### config.mk
export PLATFORM = sky130hd
export DESIGN_NAME = i2c_strap_target
export DESIGN_NICKNAME = d
export VERILOG_FILES = /design/src/rtl/i2c_strap_pkg.sv /design/src/rtl/i2c_line_sync.sv /design/src/rtl/strap_addr_map.sv /design/src/rtl/i2c_byte_fsm.sv /design/src/rtl/i2c_strap_target.sv
export SDC_FILE = /design/constraint.sdc
export NUM_CORES = 1
export LEC_CHECK = 0
export ABC_CLOCK_PERIOD_IN_PS = 2500
export BUFFER_PORTS_ARGS = -buffer_cell sky130_fd_sc_hd__buf_2
export CORE_ASPECT_RATIO = 0.8
export CORE_MARGIN = 3
export CORE_UTILIZATION = 58
export CTS_CLUSTER_DIAMETER = 60
export DETAILED_ROUTE_END_ITERATION = 6
export PLACE_DENSITY_LB_ADDON = 0.3
export RECOVER_POWER = 100
export SLEW_MARGIN = 20
export SYNTH_ARGS = -nofsm -noshare
export SYNTH_HDL_FRONTEND = slang
export SYNTH_SLANG_ARGS = --single-unit
### constraint.sdc
create_clock -name clk -period 2.5 [get_ports clk]
set_input_delay 0.25 -clock clk [delete_from_list [all_inputs] [get_ports clk]]
set_output_delay 0.25 -clock clk [all_outputs]
set_load 0.005 [all_outputs]
### src/rtl/i2c_strap_pkg.sv
package i2c_strap_pkg;
  localparam int BYTE_W = 8;

  typedef enum logic [2:0] {
    ST_IDLE,
    ST_ADDR,
    ST_ADDR_ACK,
    ST_WDATA,
    ST_WDATA_ACK,
    ST_RDATA,
    ST_RACK,
    ST_IGNORE
  } tgt_state_e;

  // strap code to numeric level: 00 low, 01 mid, 10/11 high
  function automatic logic [1:0] strap_level(input logic [1:0] code);
    case (code)
      2'b00:   return 2'd0;
      2'b01:   return 2'd1;
      default: return 2'd2;
    endcase
  endfunction
endpackage

### src/rtl/i2c_line_sync.sv
module i2c_line_sync #(
  parameter int SYNC_STAGES = 2
) (
  input  logic clk,
  input  logic rst,
  input  logic scl_i,
  input  logic sda_i,
  output logic scl_s,
  output logic sda_s,
  output logic scl_rise,
  output logic scl_fall,
  output logic start_det,
  output logic stop_det
);
  localparam int MSB = SYNC_STAGES - 1;

  logic [MSB:0] scl_pipe;
  logic [MSB:0] sda_pipe;
  logic         scl_d;
  logic         sda_d;

  always_ff @(posedge clk) begin
    if (rst) begin
      scl_pipe <= '1;
      sda_pipe <= '1;
      scl_d    <= 1'b1;
      sda_d    <= 1'b1;
    end else begin
      scl_pipe <= {scl_pipe[MSB-1:0], scl_i};
      sda_pipe <= {sda_pipe[MSB-1:0], sda_i};
      scl_d    <= scl_pipe[MSB];
      sda_d    <= sda_pipe[MSB];
    end
  end

  assign scl_s     = scl_pipe[MSB];
  assign sda_s     = sda_pipe[MSB];
  assign scl_rise  = scl_s & ~scl_d;
  assign scl_fall  = ~scl_s & scl_d;
  assign start_det = scl_s & scl_d & sda_d & ~sda_s;
  assign stop_det  = scl_s & scl_d & ~sda_d & sda_s;
endmodule

### src/rtl/strap_addr_map.sv
module strap_addr_map
  import i2c_strap_pkg::*;
#(
  parameter logic [3:0] ADDR_PREFIX = 4'b1001
) (
  input  logic [1:0] strap_hi,
  input  logic [1:0] strap_lo,
  output logic [6:0] addr
);
  logic [3:0] combo;

  always_comb begin
    combo = {2'b00, strap_level(strap_hi)} * 4'd3 + {2'b00, strap_level(strap_lo)};
    if (combo > 4'd7) addr = {ADDR_PREFIX[3:0], 3'd7};
    else              addr = {ADDR_PREFIX[3:0], combo[2:0]};
  end
endmodule

### src/rtl/i2c_byte_fsm.sv
module i2c_byte_fsm
  import i2c_strap_pkg::*;
(
  input  logic              clk,
  input  logic              rst,
  input  logic              sda_s,
  input  logic              scl_rise,
  input  logic              scl_fall,
  input  logic              start_det,
  input  logic              stop_det,
  input  logic [6:0]        strap_addr,
  input  logic [BYTE_W-1:0] rd_data,
  output logic              sda_oe,
  output logic [BYTE_W-1:0] wr_data,
  output logic              wr_valid
);
  localparam int CNT_W = $clog2(BYTE_W + 1);
  localparam logic [CNT_W-1:0] LAST_BIT = CNT_W'(BYTE_W);

  tgt_state_e        state;
  logic [CNT_W-1:0]  bit_cnt;
  logic [BYTE_W-1:0] rx_sh;
  logic [BYTE_W-1:0] tx_sh;
  logic [6:0]        addr_q;
  logic              rd_mode;

  always_ff @(posedge clk) begin
    if (rst) begin
      state    <= ST_IDLE;
      bit_cnt  <= '0;
      rx_sh    <= '0;
      tx_sh    <= '0;
      addr_q   <= '0;
      rd_mode  <= 1'b0;
      sda_oe   <= 1'b0;
      wr_data  <= '0;
      wr_valid <= 1'b0;
    end else begin
      wr_valid <= 1'b0;
      if (start_det) begin
        state   <= ST_ADDR;
        bit_cnt <= '0;
        sda_oe  <= 1'b0;
        addr_q  <= strap_addr;
      end else if (stop_det) begin
        state  <= ST_IDLE;
        sda_oe <= 1'b0;
      end else begin
        case (state)
          ST_ADDR: begin
            if (scl_rise) begin
              rx_sh   <= {rx_sh[BYTE_W-2:0], sda_s};
              bit_cnt <= bit_cnt + 1'b1;
            end else if (scl_fall && bit_cnt == LAST_BIT) begin
              if (rx_sh[BYTE_W-1:1] == addr_q) begin
                sda_oe  <= 1'b1;
                rd_mode <= rx_sh[0];
                state   <= ST_ADDR_ACK;
                if (rx_sh[0]) tx_sh <= rd_data;
              end else begin
                state <= ST_IGNORE;
              end
            end
          end
          ST_ADDR_ACK: begin
            if (scl_fall) begin
              bit_cnt <= '0;
              if (rd_mode) begin
                state  <= ST_RDATA;
                sda_oe <= ~tx_sh[BYTE_W-1];
                tx_sh  <= {tx_sh[BYTE_W-2:0], 1'b0};
              end else begin
                state  <= ST_WDATA;
                sda_oe <= 1'b0;
              end
            end
          end
          ST_WDATA: begin
            if (scl_rise) begin
              rx_sh   <= {rx_sh[BYTE_W-2:0], sda_s};
              bit_cnt <= bit_cnt + 1'b1;
            end else if (scl_fall && bit_cnt == LAST_BIT) begin
              wr_data  <= rx_sh;
              wr_valid <= 1'b1;
              sda_oe   <= 1'b1;
              state    <= ST_WDATA_ACK;
            end
          end
          ST_WDATA_ACK: begin
            if (scl_fall) begin
              sda_oe <= 1'b0;
              state  <= ST_IGNORE;
            end
          end
          ST_RDATA: begin
            if (scl_rise) begin
              bit_cnt <= bit_cnt + 1'b1;
            end else if (scl_fall) begin
              if (bit_cnt == LAST_BIT) begin
                sda_oe <= 1'b0;
                state  <= ST_RACK;
              end else begin
                sda_oe <= ~tx_sh[BYTE_W-1];
                tx_sh  <= {tx_sh[BYTE_W-2:0], 1'b0};
              end
            end
          end
          ST_RACK: begin
            if (scl_rise) state <= ST_IGNORE;
          end
          default: ;
        endcase
      end
    end
  end
endmodule

### src/rtl/i2c_strap_target.sv
module i2c_strap_target
  import i2c_strap_pkg::*;
#(
  parameter int         SYNC_STAGES = 2,
  parameter logic [3:0] ADDR_PREFIX = 4'b1001
) (
  input  logic              clk,
  input  logic              rst,
  input  logic              scl_i,
  input  logic              sda_i,
  output logic              sda_oe,
  input  logic [1:0]        strap_hi,
  input  logic [1:0]        strap_lo,
  output logic [BYTE_W-1:0] wr_data,
  output logic              wr_valid,
  input  logic [BYTE_W-1:0] rd_data
);
  logic       scl_s;
  logic       sda_s;
  logic       scl_rise;
  logic       scl_fall;
  logic       start_det;
  logic       stop_det;
  logic [6:0] strap_addr;

  i2c_line_sync #(.SYNC_STAGES(SYNC_STAGES)) u_sync (
    .clk(clk), .rst(rst), .scl_i(scl_i), .sda_i(sda_i),
    .scl_s(scl_s), .sda_s(sda_s), .scl_rise(scl_rise), .scl_fall(scl_fall),
    .start_det(start_det), .stop_det(stop_det)
  );

  strap_addr_map #(.ADDR_PREFIX(ADDR_PREFIX)) u_map (
    .strap_hi(strap_hi), .strap_lo(strap_lo), .addr(strap_addr)
  );

  i2c_byte_fsm u_fsm (
    .clk(clk), .rst(rst), .sda_s(sda_s), .scl_rise(scl_rise), .scl_fall(scl_fall),
    .start_det(start_det), .stop_det(stop_det), .strap_addr(strap_addr),
    .rd_data(rd_data), .sda_oe(sda_oe), .wr_data(wr_data), .wr_valid(wr_valid)
  );

  logic unused_scl;
  assign unused_scl = scl_s;
endmodule

== Word-level counts from Yosys, hierarchy flattened ==
Cells that the tools add are included.

* $add $sub $neg: 2
* Multiply operators: 1
* Order comparisons: 1
* Equal/unequal tests: 35
* Muxes and demuxes: 44
* Bitwise logic cells: 16
* Reduce and logical (&&, ||, !) cells: 21

{| class="wikitable"
|+ Operator list
! kind !! number
|-
| 2-to-1 mux 8 bit || 9
|-
| 2-to-1 mux 3 bit || 13
|-
| inequality test 4 x 3 -> 1 bit, second input constant || 6
|-
| one-hot mux 8 bit (3 select lines) || 1
|-
| AND reduction 11 bit || 2
|-
| inequality test 2 x 1 -> 1 bit, second input constant || 10
|-
| one-hot mux 3 bit (6 select lines) || 1
|-
| inequality test 4 bit, second input constant || 4
|-
| 2-to-1 mux 1 bit || 14
|-
| AND reduction 12 bit || 1
|-
| inequality test 2 bit, second input constant || 5
|-
| AND reduction 10 bit || 1
|-
| == test 3 bit, second input constant || 3
|-
| inverter 1 bit || 9
|-
| 2-to-1 mux 4 bit || 2
|-
| one-hot mux 2 bit (2 select lines) || 2
|-
| one-hot mux 4 bit (2 select lines) || 1
|-
| AND reduction 4 bit || 2
|-
| nonzero test 8 bit || 1
|-
| bitwise AND 1 bit || 7
|-
| == test 7 bit || 1
|-
| == test 3 x 2 -> 1 bit, second input constant || 2
|-
| AND reduction 6 bit || 1
|-
| nonzero test 6 bit || 1
|-
| other kinds (17) || 21
|}

* Register bits after elaboration: 47
* Input port bits: 16
* Logic and storage cells: 134

== Longest topological paths before layout ==
Gate-level depths: netlist of the first run.

* Depth after elaboration: 8
* Mapped depth: 8
* Mapped depth without buffers: 7

== Hierarchy ==
A second synthesis of the first run with hierarchy kept.

* Cells, all modules: 272
* Area total of the unflattened synthesis: 2426.1 µm²

{| class="wikitable"
|+ Modules (own cells, without submodules)
! module !! times used !! cells each !! area an instance (µm²) !! sequential area each (µm²)
|-
| i2c_byte_fsm || 1 || 237 || 2092.0 || 820.8
|-
| i2c_line_sync || 1 || 16 || 190.2 || 120.1
|-
| strap_addr_map || 1 || 19 || 143.9 || 0.0
|}

== Worst setup path before layout of the first run ==
Ideal clock, no wire load.

* Path kind: input port to flip-flop
* Start point: in strap_hi[0]
* End point: reg u_fsm.addr_q[2]
* Data arrival time: 1715 ps
* Setup slack: 699 ps
* Cell stages on the path: 6
* Buffers on the path: 0
* Cell sequence: or2_2 -> ha_1 -> ha_1 -> fa_1 -> nor2_1 -> a211oi_1

* Word-level cells in the longest chain between the ends: 6
* Elaborated cells between the ends (all ways): 7

{| class="wikitable"
|+ RTL lines
! item !! line !! RTL
|-
| start: declaration || i2c_strap_target.sv:12 || <nowiki>input logic [1:0] strap_hi,</nowiki>
|-
| == test 2 x 1 -> 1 bit or zero test 2 bit (tied branches) || i2c_strap_pkg.sv:17 || <nowiki>case (code)</nowiki>
|-
| one-hot mux 2 bit (2 select lines) (*) || i2c_strap_pkg.sv:17 ||
|-
| multiplier 2 x 2 -> 4 bit (*) || strap_addr_map.sv:13 || <nowiki>combo = {2'b00, strap_level(strap_hi)} * 4'd3 + {2'b00, strap_level(strap_lo)};</nowiki>
|-
| adder 4 x 2 -> 4 bit (*) || strap_addr_map.sv:13 ||
|-
| > comparator 4 x 3 -> 1 bit || strap_addr_map.sv:14 || <nowiki>if (combo > 4'd7) addr = {ADDR_PREFIX[3:0], 3'd7};</nowiki>
|-
| 2-to-1 mux 3 bit (*) || strap_addr_map.sv:14 ||
|-
| end signal: assignment || i2c_byte_fsm.sv:44 || <nowiki>addr_q <= strap_addr;</nowiki>
|-
| end: declaration || i2c_byte_fsm.sv:24 || <nowiki>logic [6:0] addr_q;</nowiki>
|}

Mark *: on every way between the ends. The rest lies on a longest branch, timed or not.
A chain may end at the register's enable or synchronous reset.

== Worst setup path after layout of the first run ==
* Start point: reg u_fsm.state[2]
* End point: reg u_fsm.wr_data[0]

* Word-level cells in the longest chain between the ends: 2

{| class="wikitable"
|+ RTL lines
! item !! line !! RTL
|-
| start: declaration || i2c_byte_fsm.sv:20 || <nowiki>tgt_state_e state;</nowiki>
|-
| start signal: assignment || i2c_byte_fsm.sv:29 || <nowiki>state <= ST_IDLE;</nowiki>
|-
| start signal: assignment || i2c_byte_fsm.sv:41 || <nowiki>state <= ST_ADDR;</nowiki>
|-
| start signal: assignment || i2c_byte_fsm.sv:46 || <nowiki>state <= ST_IDLE;</nowiki>
|-
| == test 3 x 2 -> 1 bit || i2c_byte_fsm.sv:49 || <nowiki>case (state)</nowiki>
|-
| AND reduction 5 bit (no source line) || -- ||
|-
| end signal: assignment || i2c_byte_fsm.sv:83 || <nowiki>wr_data <= rx_sh;</nowiki>
|-
| end: declaration || i2c_byte_fsm.sv:14 || <nowiki>output logic [BYTE_W-1:0] wr_data,</nowiki>
|}

Every way passes these cells.

==> impl_metrics.csv, run 1 <==
group,metric,value,unit
power_and_ir_drop,leakagePower,1.00,nW
timing,fin_hold_ws,0.127,ns
cts,clk_pin_slew,0.08,ns
cts,cts_sinks,44,
logic_synthesis,synth_nets,271,
floorplan,fp.dieH,62.1,µm
critical_path,worstPathArrival,2.22,ns
logic_synthesis,synth_seq_cells,44,
timing,rsz0062_at_grt,"no",
min_path,hp-class,"primary input to register",
power_and_ir_drop,p_clk_share,39.3,%
power_and_ir_drop,internal_power,1.06,mW
power_and_ir_drop,p_switching,0.318,mW
logic_synthesis,synth_edf_count,0,
drt,avgViaCountPerCell,5.65,
drt,drt_iter0_markers,155,
logic_synthesis,syn_area,0.00228,mm²
timing,fin_crit_sh,84.2,%
drt,drt_first_pass_iters,4,
critical_path,critPathLaunchType,"register",
global_routing,grt_start_max_net_pins,51,
layout,fillers,287,
power_and_ir_drop,ir_drop,0.356,mV
placement,place_congestion,0.936,
power_and_ir_drop,sw_frac_of_total,23.1,%
cts,cts_tree,"built",
global_routing,grt_pass1_vias,1702,
layout,antenna_cells,0,
timing,finalSetupViolCount,0,
timing,tightest_slew,1.77,ns
layout,fin_nets,290,
floorplan,die_x,76.1,µm
placement,pre_cts_slack,0.502,ns
cts,post_cts_buffers,0,
floorplan,core_region_area,0.00359,mm²
logic_synthesis,yosysWarnings,0,
floorplan,rows,19,
drt,drc_errors,0,
global_routing,antenna_found_initial,0,
global_routing,gr-usage-all-layers,19.6,%
layout,instances_no_fill,321,
global_routing,grt_first_pass_wirelength,7710,µm
critical_path,end_kind,"register",
outcome,run_status,"finished, violations left",
global_routing,busiest_layer,"met2",
power_and_ir_drop,combPwrFrac,7.8,%
global_routing,grtUsageMet2,31.1,%
critical_path,critical_path_class,"register to register",
cts,cts-resized-gates,0,
timing,hold_violations,0,
cts,insertion_delay,0.30,ns
logic_synthesis,synth-async-reset-ratio,0,%
logic_synthesis,avgSynthCellArea,9.17,µm²
cts,cts_buffer_depth,2,
floorplan,start_util,63.6,%
floorplan,dieArea,0.00473,mm²
floorplan,pin_count,26,
critical_path,cp.required,2.62,ns
power_and_ir_drop,power.density,545,mW/mm²
timing,maxSlewViolCount,51,
outcome,violations,"max-capacitance violations, max-slew violations",
drt,via_count,1815,
logic_synthesis,synthFlopType,"dfxtp_1",
global_routing,grtUsageMet1,27.1,%
timing,post-route-min-period,2.11,ns
drt,wl_per_cell,13.7,µm
placement,place_inst,313,
global_routing,grt_overflow,0,
layout,syn2layout_area_growth,10.7,%
timing,skew,0.00463,ns
layout,drive_gt1_share,18.2,%
critical_path,critPathMaxFanout,16,
drt,ant_nets,0,
timing,setup_tns,0,ns
cts,cts_buffers,5,
timing,setup_ws,0.395,ns
cts,cts_root_buf,"clkbuf_8",
layout,final_common_cell,"dfxtp_1",
logic_synthesis,ys_seq_area_share,38.6,%
placement,portBuffers,25,
timing,relSlewSlack,-17.7,%
cts,cts_htree_levels,2,
cts,cts_hold_buf,0,
global_routing,grt_util_met3,4.77,%
flow_run,drv_cap,1,
logic_synthesis,synth_cell_types,59,
power_and_ir_drop,power.share.sequential,52.9,%
logic_synthesis,synth_cells,249,
drt,routed_wl,4400,µm
layout,final_cell_mix,"dfxtp_1, nor2_1, mux2i_1",
timing,clock.fmax,475,MHz
placement,dp_hpwl,3180,µm
[final cells by class]
type	instances	area (µm²)	area share, %
multi-input combinational	184	1310	51.9
sequential	44	881	34.9
timing repair buffer	28	139	5.50
clock buffer	5	68.8	2.72
tap	52	65.1	2.58
clock inverter	3	42.5	1.68
inverter	5	18.8	0.743
[power by group through the flow]
stage               clock network (mW)  logic (mW)  registers (mW)
CTS                              0.551       0.110           0.728
global route                     0.578       0.123           0.730
floorplan                            0      0.0848           0.738
global placement                     0       0.107           0.743
detailed placement                   0       0.109           0.744
finish                           0.541       0.107           0.728
[registers in the layout, summed over array words and instances, names as in the netlist]
signal / flops
u_fsm.addr_q: 4
u_fsm.bit_cnt: 4
u_fsm.rd_mode: 1
u_fsm.rx_sh: 8
u_fsm.sda_oe: 1
u_fsm.state: 3
u_fsm.tx_sh: 8
u_fsm.wr_data: 8
u_fsm.wr_valid: 1
u_sync.scl_d: 1
u_sync.scl_pipe: 2
u_sync.sda_d: 1
u_sync.sda_pipe: 2
[cell families (layout without fill, tap and decap cells)]
kind of cell	Yosys count	count (layout)	share of synthesized area, %
and+or+nand+nor	101	101	26.0
AOI/OAI and AO/OA	44	44	13.7
DFF	44	44	38.6
muxes	28	28	12.4
buffers and inverters	21	41	3.78
adders and majority gates	6	6	3.62
xor gates and xnor gates	5	5	1.92
[synth_stat cells, types with 2 or more instances]
cell type	number	share of area, %
dfxtp_1	44	39
nor2_1	31	5.1
mux2i_1	26	11
clkbuf_1	11	1.8
nand2b_1	10	2.7
or2_2	8	2.2
a21oi_1	7	1.5
o21ai_1	7	1.5
or4_1	7	2.3
nand2_1	6	0.99
nor2b_1	6	1.6
ha_1	5	2.7
inv_1	5	0.82
o21ai_0	5	1.1
a211oi_1	4	1.3
and3_1	4	1.1
nor3_1	4	0.88
a31oi_1	3	0.82
buf_2	3	0.66
nand3b_1	3	0.99
xnor2_1	3	1.2
and3b_1	2	0.77
nand3_1	2	0.44
nor2_4	2	0.99
nor3b_1	2	0.66
nor4b_1	2	0.77
o2111a_1	2	0.99
o31ai_1	2	0.66
or3_1	2	0.55
xor2_1	2	0.77
[worst paths after layout]
| check | from | to | slack, ns | cells after the start |
|---|---|---|---|---|
| setup reg to reg | u_fsm.state[2] | u_fsm.wr_data[0] | 0.39 | 5 |
| setup / recovery | u_fsm.state[2] | u_fsm.wr_data[0] | 0.39 | 5 |
| hold reg to reg | u_sync.scl_pipe[0] | u_sync.scl_pipe[1] | 0.41 | 1 |
| hold / removal | sda_i | u_sync.sda_pipe[0] | 0.13 | 2 |
[critical path: stages (launching register included)]
cell      delay [ns]
dfxtp_1         0.40
clkbuf_1        0.32
nor2b_1         0.36
and3_1          0.54
mux2i_1         0.24
nor2_1          0.06
[metrics by stage]
stage          util [%]  cell area, µm²  total power [mW]
6_report           70.4            2530              1.38
3_5_place_dp       67.6            2430             0.854
3_3_place_gp       67.6            2430             0.850
5_1_grt            70.4            2530              1.43
2_1_floorplan         -            2280             0.823
4_1_cts            70.7            2540              1.39
[layer usage]
metal / vias to the layer above / wire length (µm)
met1: 838 / 2080
met2: 44 / 2000
li1: 928 / -
met3: 5 / 289
met5: - / 0
met4: 0 / 28
No activity file was read; power rests on OpenSTA's default activity.
==> run 2, diff against run 1 <==
--- a/config.mk
+++ b/config.mk
@@ -5,7 +5,8 @@
 export SDC_FILE = /design/constraint.sdc
 export NUM_CORES = 1
 export LEC_CHECK = 0
-export ABC_CLOCK_PERIOD_IN_PS = 2500
+export ABC_AREA = 1
+export ABC_CLOCK_PERIOD_IN_PS = 2200
 export BUFFER_PORTS_ARGS = -buffer_cell sky130_fd_sc_hd__buf_2
 export CORE_ASPECT_RATIO = 0.8
 export CORE_MARGIN = 3
==> constraint.sdc (replaced) <==
create_clock -name clk -period 2.2 [get_ports clk]
set_input_delay 0.22 -clock clk [delete_from_list [all_inputs] [get_ports clk]]
set_output_delay 0.22 -clock clk [all_outputs]
set_load 0.005 [all_outputs]
==> impl_metrics.csv, run 2 <==
group,metric,value,unit
power_and_ir_drop,ir_drop,0.635,mV
drt,dr_wl_met3,352,µm
timing,setup_tns,0,ns
timing,rsz0062_at_grt,"no",
critical_path,crit_chain,"inv_1 > nand2_1 > inv_1 > nand2_1 > clkbuf_1 > inv_1 > o21ai_0 > a21oi_1",
layout,syn2layout_area_growth,11.4,%
cts,cts_tree,"built",
logic_synthesis,synth_area_leader_cell,"dfxtp_1",
power_and_ir_drop,combPwrFrac,30.8,%
floorplan,dieArea,0.00474,mm²
critical_path,cp_slowest_cell,"dfxtp_1",
timing,clock.fmax,541,MHz
logic_synthesis,yosysMostFrequentCell,"nand2_1",
placement,portBuffers,25,
floorplan,pin_count,26,
critical_path,r2r-start,"u_fsm.state[2]",
logic_synthesis,synth_cell_types,25,
drt,wl_per_cell,11.3,µm
power_and_ir_drop,power.share.sequential,42.1,%
critical_path,cp_num_buf_inv,4,
logic_synthesis,synth_nets,380,
drt,avgViaCountPerCell,5.14,
placement,pre_cts_slack,0.268,ns
critical_path,worstPathArrival,2.04,ns
critical_path,critPathMostFrequentCell,"inv_1",
logic_synthesis,syn_area,0.00229,mm²
drt,via_count,2235,
power_and_ir_drop,p_switching,0.808,mW
critical_path,slowest_delay,0.44,ns
global_routing,grt_pass1_vias,1998,
min_path,hp-class,"primary input to register",
power_and_ir_drop,p_clk_share,27.1,%
critical_path,end_kind,"register",
cts,post_cts_buffers,0,
floorplan,fp.dieH,62.2,µm
outcome,run_status,"completed",
floorplan,rows,19,
drt,routed_wl,4930,µm
critical_path,cp.required,2.39,ns
logic_synthesis,synth_area_leaders,"dfxtp_1, nand2_1, nor2_1",
cts,cts_sinks,44,
timing,fin_crit_sh,84.0,%
global_routing,grt_start_max_net_pins,23,
logic_synthesis,ys_seq_area_share,38.5,%
flow_run,drv_cap,0,
cts,cts_root_buf,"clkbuf_8",
floorplan,start_util,63.3,%
timing,finalSetupViolCount,0,
power_and_ir_drop,power,2.26,mW
cts,cts_buffer_depth,2,
critical_path,critical_path_class,"register to register",
drt,drt_first_pass_iters,5,
critical_path,critPathMaxFanout,11,
cts,clk_pin_slew,0.08,ns
layout,final_cell_mix,"nand2_1, nor2_1, dfxtp_1",
global_routing,antenna_found_initial,0,
cts,insertion_delay,0.30,ns
logic_synthesis,yosys.area.top_type_share,38.5,%
layout,fin_nets,404,
power_and_ir_drop,power.density,887,mW/mm²
placement,place_congestion,0.939,
global_routing,grt_first_pass_wirelength,8720,µm
logic_synthesis,yosysWarnings,0,
logic_synthesis,ys_top_cells_by_count,"nand2_1, nor2_1, dfxtp_1",
floorplan,core_region_area,0.00361,mm²
drt,drc_errors,0,
cts,cts_htree_levels,2,
power_and_ir_drop,internal_power,1.45,mW
cts,cts_hold_buf,0,
cts,cts_buffers,5,
layout,final_common_cell,"nand2_1",
timing,maxSlewViolCount,0,
critical_path,crit_family,"buffers and inverters",
logic_synthesis,synth_cells,358,
min_path,worstHoldStart,"scl_i",
layout,drive_gt1_share,11.0,%
logic_synthesis,synth-async-reset-ratio,0,%
layout,reg_top3,"u_fsm.rx_sh x8, u_fsm.tx_sh x8, u_fsm.wr_data x8",
critical_path,cp-startpoint,"u_fsm.state[2]",
logic_synthesis,synth_seq_cells,44,
timing,hold_violations,0,
logic_synthesis,avgSynthCellArea,6.39,µm²
logic_synthesis,synth_edf_count,0,
drt,met2_length,2090,µm
layout,utilization,70.5,%
drt,highest_layer,"met4",
timing,post-route-min-period,1.85,ns
global_routing,grt_overflow,0,
power_and_ir_drop,leakagePower,1.28,nW
critical_path,critPathLaunchType,"register",
layout,antenna_cells,0,
timing,relSlewSlack,48.0,%
cts,cts-resized-gates,0,
floorplan,die_x,76.2,µm
placement,dp_hpwl,3670,µm
global_routing,gr-usage-all-layers,22.1,%
timing,tightest_slew,0.780,ns
timing,setup_ws,0.351,ns
drt,wl_met1,2430,µm
logic_synthesis,synthFlopType,"dfxtp_1",
drt,drt_iter0_markers,129,
drt,ant_nets,0,
power_and_ir_drop,sw_frac_of_total,35.8,%
timing,skew,0.00619,ns
run 2: cell count changes after synthesis, sizes merged, moves of 4 or more:
cell / before / now
nand2: 6 / 101
inv: 5 / 43
nand3: 3 / 36
nor2: 34 / 66
mux2i: 26 / 0
a21oi: 7 / 22
nand2b: 10 / 0
nor2b: 7 / 0
or4: 7 / 0
buf: 5 / 1
run 2: path summary, 6_finish.rpt:
path / to / slack, ns / depth (start not counted)
setup / recovery: u_fsm.rx_sh[1] / 0.35 / 8
hold / removal: u_sync.scl_pipe[0] / 0.1 / 2
setup reg to reg: u_fsm.rx_sh[1] / 0.35 / 8
hold reg to reg: u_sync.scl_pipe[1] / 0.41 / 1
run 2: final cells by class:
class                   instances  area [µm²]
repair buffers                 26         121
inverters                      44         165
clock inverters                 3        42.5
flip-flops and latches         44         881
fillers                       341        1070
multi-input cells             261        1200
well taps                      52        65.1
clock buffers                   5        68.8
run 2: cells by family (layout without fill, tap and decap cells):
kind of cell	Yosys count	after routing	share of synthesized area (%)
and+or+nand+nor	218	218	40.6
buffers and inverters	53	78	8.76
DFF	44	44	38.5
AOI/OAI and AO/OA	36	36	8.10
adders and majority gates	6	6	3.61
xor gates and xnor gates	1	1	0.383
run 2: metrics by stage:
step | instance area, µm² | cells | hold slack [ns]
after floorplan | 2290 | 358 | 0.324
after global placement | 2450 | 427 | 0.392
after detailed placement | 2450 | 427 | 0.400
after CTS | 2560 | 435 | 0.0963
after global routing | 2550 | 435 | 0.0931
final | 2550 | 435 | 0.0993
run 2: routing by layer:
layer	global-route usage (%)	vias to the layer above
li1	-	1166
met1	29.9	996
met2	34.3	65
met3	7.51	8
met4	4.75	0
met5	0	-
run 2: power groups by stage:
stage                     combinational [mW]  sequential, mW  clock, mW
after floorplan                        0.561           0.951          0
after global placement                 0.676           0.964          0
after detailed placement               0.687           0.966          0
after CTS                              0.692           0.949      0.624
after global routing                   0.812           0.959      0.664
final                                  0.695           0.950      0.613
==> run 3, diff against run 2 <==
--- a/config.mk
+++ b/config.mk
@@ -5,12 +5,12 @@
 export SDC_FILE = /design/constraint.sdc
 export NUM_CORES = 1
 export LEC_CHECK = 0
-export ABC_AREA = 1
-export ABC_CLOCK_PERIOD_IN_PS = 2200
+export ABC_AREA = 0
+export ABC_CLOCK_PERIOD_IN_PS = 1650
 export BUFFER_PORTS_ARGS = -buffer_cell sky130_fd_sc_hd__buf_2
 export CORE_ASPECT_RATIO = 0.8
 export CORE_MARGIN = 3
-export CORE_UTILIZATION = 58
+export CORE_UTILIZATION = 52
 export CTS_CLUSTER_DIAMETER = 60
 export DETAILED_ROUTE_END_ITERATION = 6
 export PLACE_DENSITY_LB_ADDON = 0.3
==> constraint.sdc (replaced) <==
create_clock -name clk -period 1.65 [get_ports clk]
set_input_delay 0.165 -clock clk [delete_from_list [all_inputs] [get_ports clk]]
set_output_delay 0.165 -clock clk [all_outputs]
set_load 0.005 [all_outputs]
==> impl_metrics.csv, run 3 (synthesis gave the netlist of run 1 again) <==
group,metric,value,unit
placement,place_congestion,0.915,
power_and_ir_drop,power.density,711,mW/mm²
cts,cts_hold_buf,0,
layout,drive_gt1_share,39.8,%
critical_path,endpoint,"u_fsm.tx_sh[6]",
layout,antenna_cells,0,
critical_path,critPathLaunchType,"register",
timing,post-route-min-period,1.77,ns
global_routing,grt_first_pass_wirelength,8870,µm
drt,drt_first_pass_iters,4,
drt,avgViaCountPerCell,5.61,
timing,fin_hold_ws,0.0485,ns
floorplan,rows,20,
power_and_ir_drop,ir_drop,0.513,mV
critical_path,critPathMaxFanout,8,
global_routing,grt_overflow,0,
critical_path,critical_path_class,"register to register",
min_path,hp-class,"primary input to register",
cts,cts_sinks,44,
global_routing,gr-usage-all-layers,21.6,%
timing,finalSetupViolCount,17,
floorplan,dieArea,0.00522,mm²
cts,cts_tree,"built",
placement,place_inst,353,
flow_run,drv_cap,0,
global_routing,grt_pass1_vias,1977,
critical_path,end_kind,"register",
floorplan,pin_count,26,
drt,ant_nets,0,
cts,cts_htree_levels,2,
drt,drc_errors,0,
critical_path,timing.rr.end,"u_fsm.tx_sh[6]",
timing,hold_violations,0,
critical_path,cp.required,1.89,ns
placement,portBuffers,25,
drt,routed_wl,5720,µm
critical_path,worstPathArrival,2.00,ns
cts,clk_pin_slew,0.08,ns
critical_path,crit_chain,"inv_2 > ha_4 > and3b_2 > nand3_2 > o31a_1 > or4_4 > o21ai_2",
timing,tightest_slew,0.777,ns
cts,insertion_delay,0.30,ns
layout,final_common_cell,"dfxtp_1",
global_routing,grt_start_max_net_pins,33,
power_and_ir_drop,leakagePower,1.28,nW
timing,relSlewSlack,48.2,%
floorplan,die_x,80.1,µm
drt,drt_iter0_markers,225,
timing,rsz0062_at_grt,"yes",
cts,cts_buffer_depth,2,
critical_path,r2r_slack,-0.12,ns
timing,maxSlewViolCount,0,
cts,cts_root_buf,"clkbuf_8",
timing,skew,0.0106,ns
outcome,run_status,"finished, violations left",
timing,clock.fmax,565,MHz
layout,syn2layout_area_growth,36.2,%
floorplan,core_region_area,0.00400,mm²
critical_path,slowest_delay,0.46,ns
outcome,violations,"negative setup slack",
timing,fin_crit_sh,107,%
floorplan,start_util,57.0,%
global_routing,antenna_found_initial,0,
critical_path,r2r-start,"u_fsm.bit_cnt[1]",
layout,instances_no_fill,369,
layout,reg_top3,"u_fsm.rx_sh x8, u_fsm.tx_sh x8, u_fsm.wr_data x8",
layout,final_cell_mix,"dfxtp_1, buf_4, nor2_1",
critical_path,cp-startpoint,"u_fsm.bit_cnt[1]",
placement,dp_hpwl,3700,µm
critical_path,reg2reg_depth,7,
cts,cts_buffers,5,
drt,via_count,2071,
layout,fin_nets,335,
drt,wl_per_cell,15.5,µm
critical_path,cp_slowest_cell,"or4_4",
floorplan,fp.dieH,65.3,µm
timing,setup_ws,-0.119,ns
==> run 3: cell types whose count changed in the layout (fill, tap and decap cells not counted), sizes merged, moves of 7 or more <==
cell / previous run / this run
or4: 0 / 7
nand2b: 0 / 10
nor2b: 0 / 7
nor2: 66 / 34
a21oi: 22 / 7
buf: 19 / 65
mux2i: 0 / 26
nand2: 101 / 6
nand3: 36 / 3
inv: 43 / 5
==> run 3: metal layers <==
layer,global-route usage [%],share of wire (%),vias to the layer above
li1,-,-,1016
met1,28.7,45,981
met2,34.0,47,62
met3,5.34,5.9,12
met4,8.02,1.6,0
met5,0,0,-
==> run 3: worst max-delay path: cells and delay by family (launching register included) <==
kind                       cells  cell delay (ns)
buffers and inverters          1             0.07
DFF                            1             0.33
adders and majority gates      1             0.13
and+or+nand+nor                3             0.71
AOI/OAI and AO/OA              2             0.48
==> run 3: area by class of cell <==
| class | instances | area (µm²) |
|---|---|---|
| Fill cell | 270 | 896 |
| Inverter | 5 | 18.8 |
| Timing Repair Buffer | 73 | 538 |
| Sequential cell | 44 | 900 |
| Clock inverter | 2 | 38.8 |
| Tap cell | 55 | 68.8 |
| Clock buffer | 6 | 82.6 |
| Multi-Input combinational cell | 184 | 1460 |
==> run 3: power breakdown <==
group	internal, mW	total (mW)	switching (mW)
Sequential	1.08	1.10	0.0184
Clock	0.495	0.876	0.381
Combinational	0.117	0.238	0.122
Total	1.69	2.21	0.521
==> run 3: worst min-delay path by stage <==
stage,startpoint,to,slack [ns],cells past startpoint
after global placement,scl_i,u_sync.scl_pipe[0],0.35,2
after global routing,sda_i,u_sync.sda_pipe[0],0.05,2
after detailed placement,sda_i,u_sync.sda_pipe[0],0.35,2
after CTS,sda_i,u_sync.sda_pipe[0],0.04,2
after floorplan,scl_i,u_sync.scl_pipe[0],0.27,1
final,sda_i,u_sync.sda_pipe[0],0.05,2
==> run 3: timing repair <==
item,CTS,global route
gates cloned,0,1
setup endpoints to repair,21,24
buffers inserted,3,4
resized for setup,15,22
pin swaps,7,18
==> run 3: per-stage QoR <==
stage | total power, mW | area (µm²) | setup TNS, ns | utilization (%) | setup slack (ns)
floorplan | 1.25 | 2320 | -0.261 | - | -0.0770
global placement | 1.33 | 2780 | -1.39 | 69.3 | -0.120
detailed placement | 1.34 | 2780 | -2.76 | 69.3 | -0.198
CTS | 2.21 | 2980 | -0.784 | 74.3 | -0.133
global route | 2.30 | 3110 | -2.68 | 77.6 | -0.200
finish | 2.21 | 3110 | -0.984 | 77.6 | -0.119
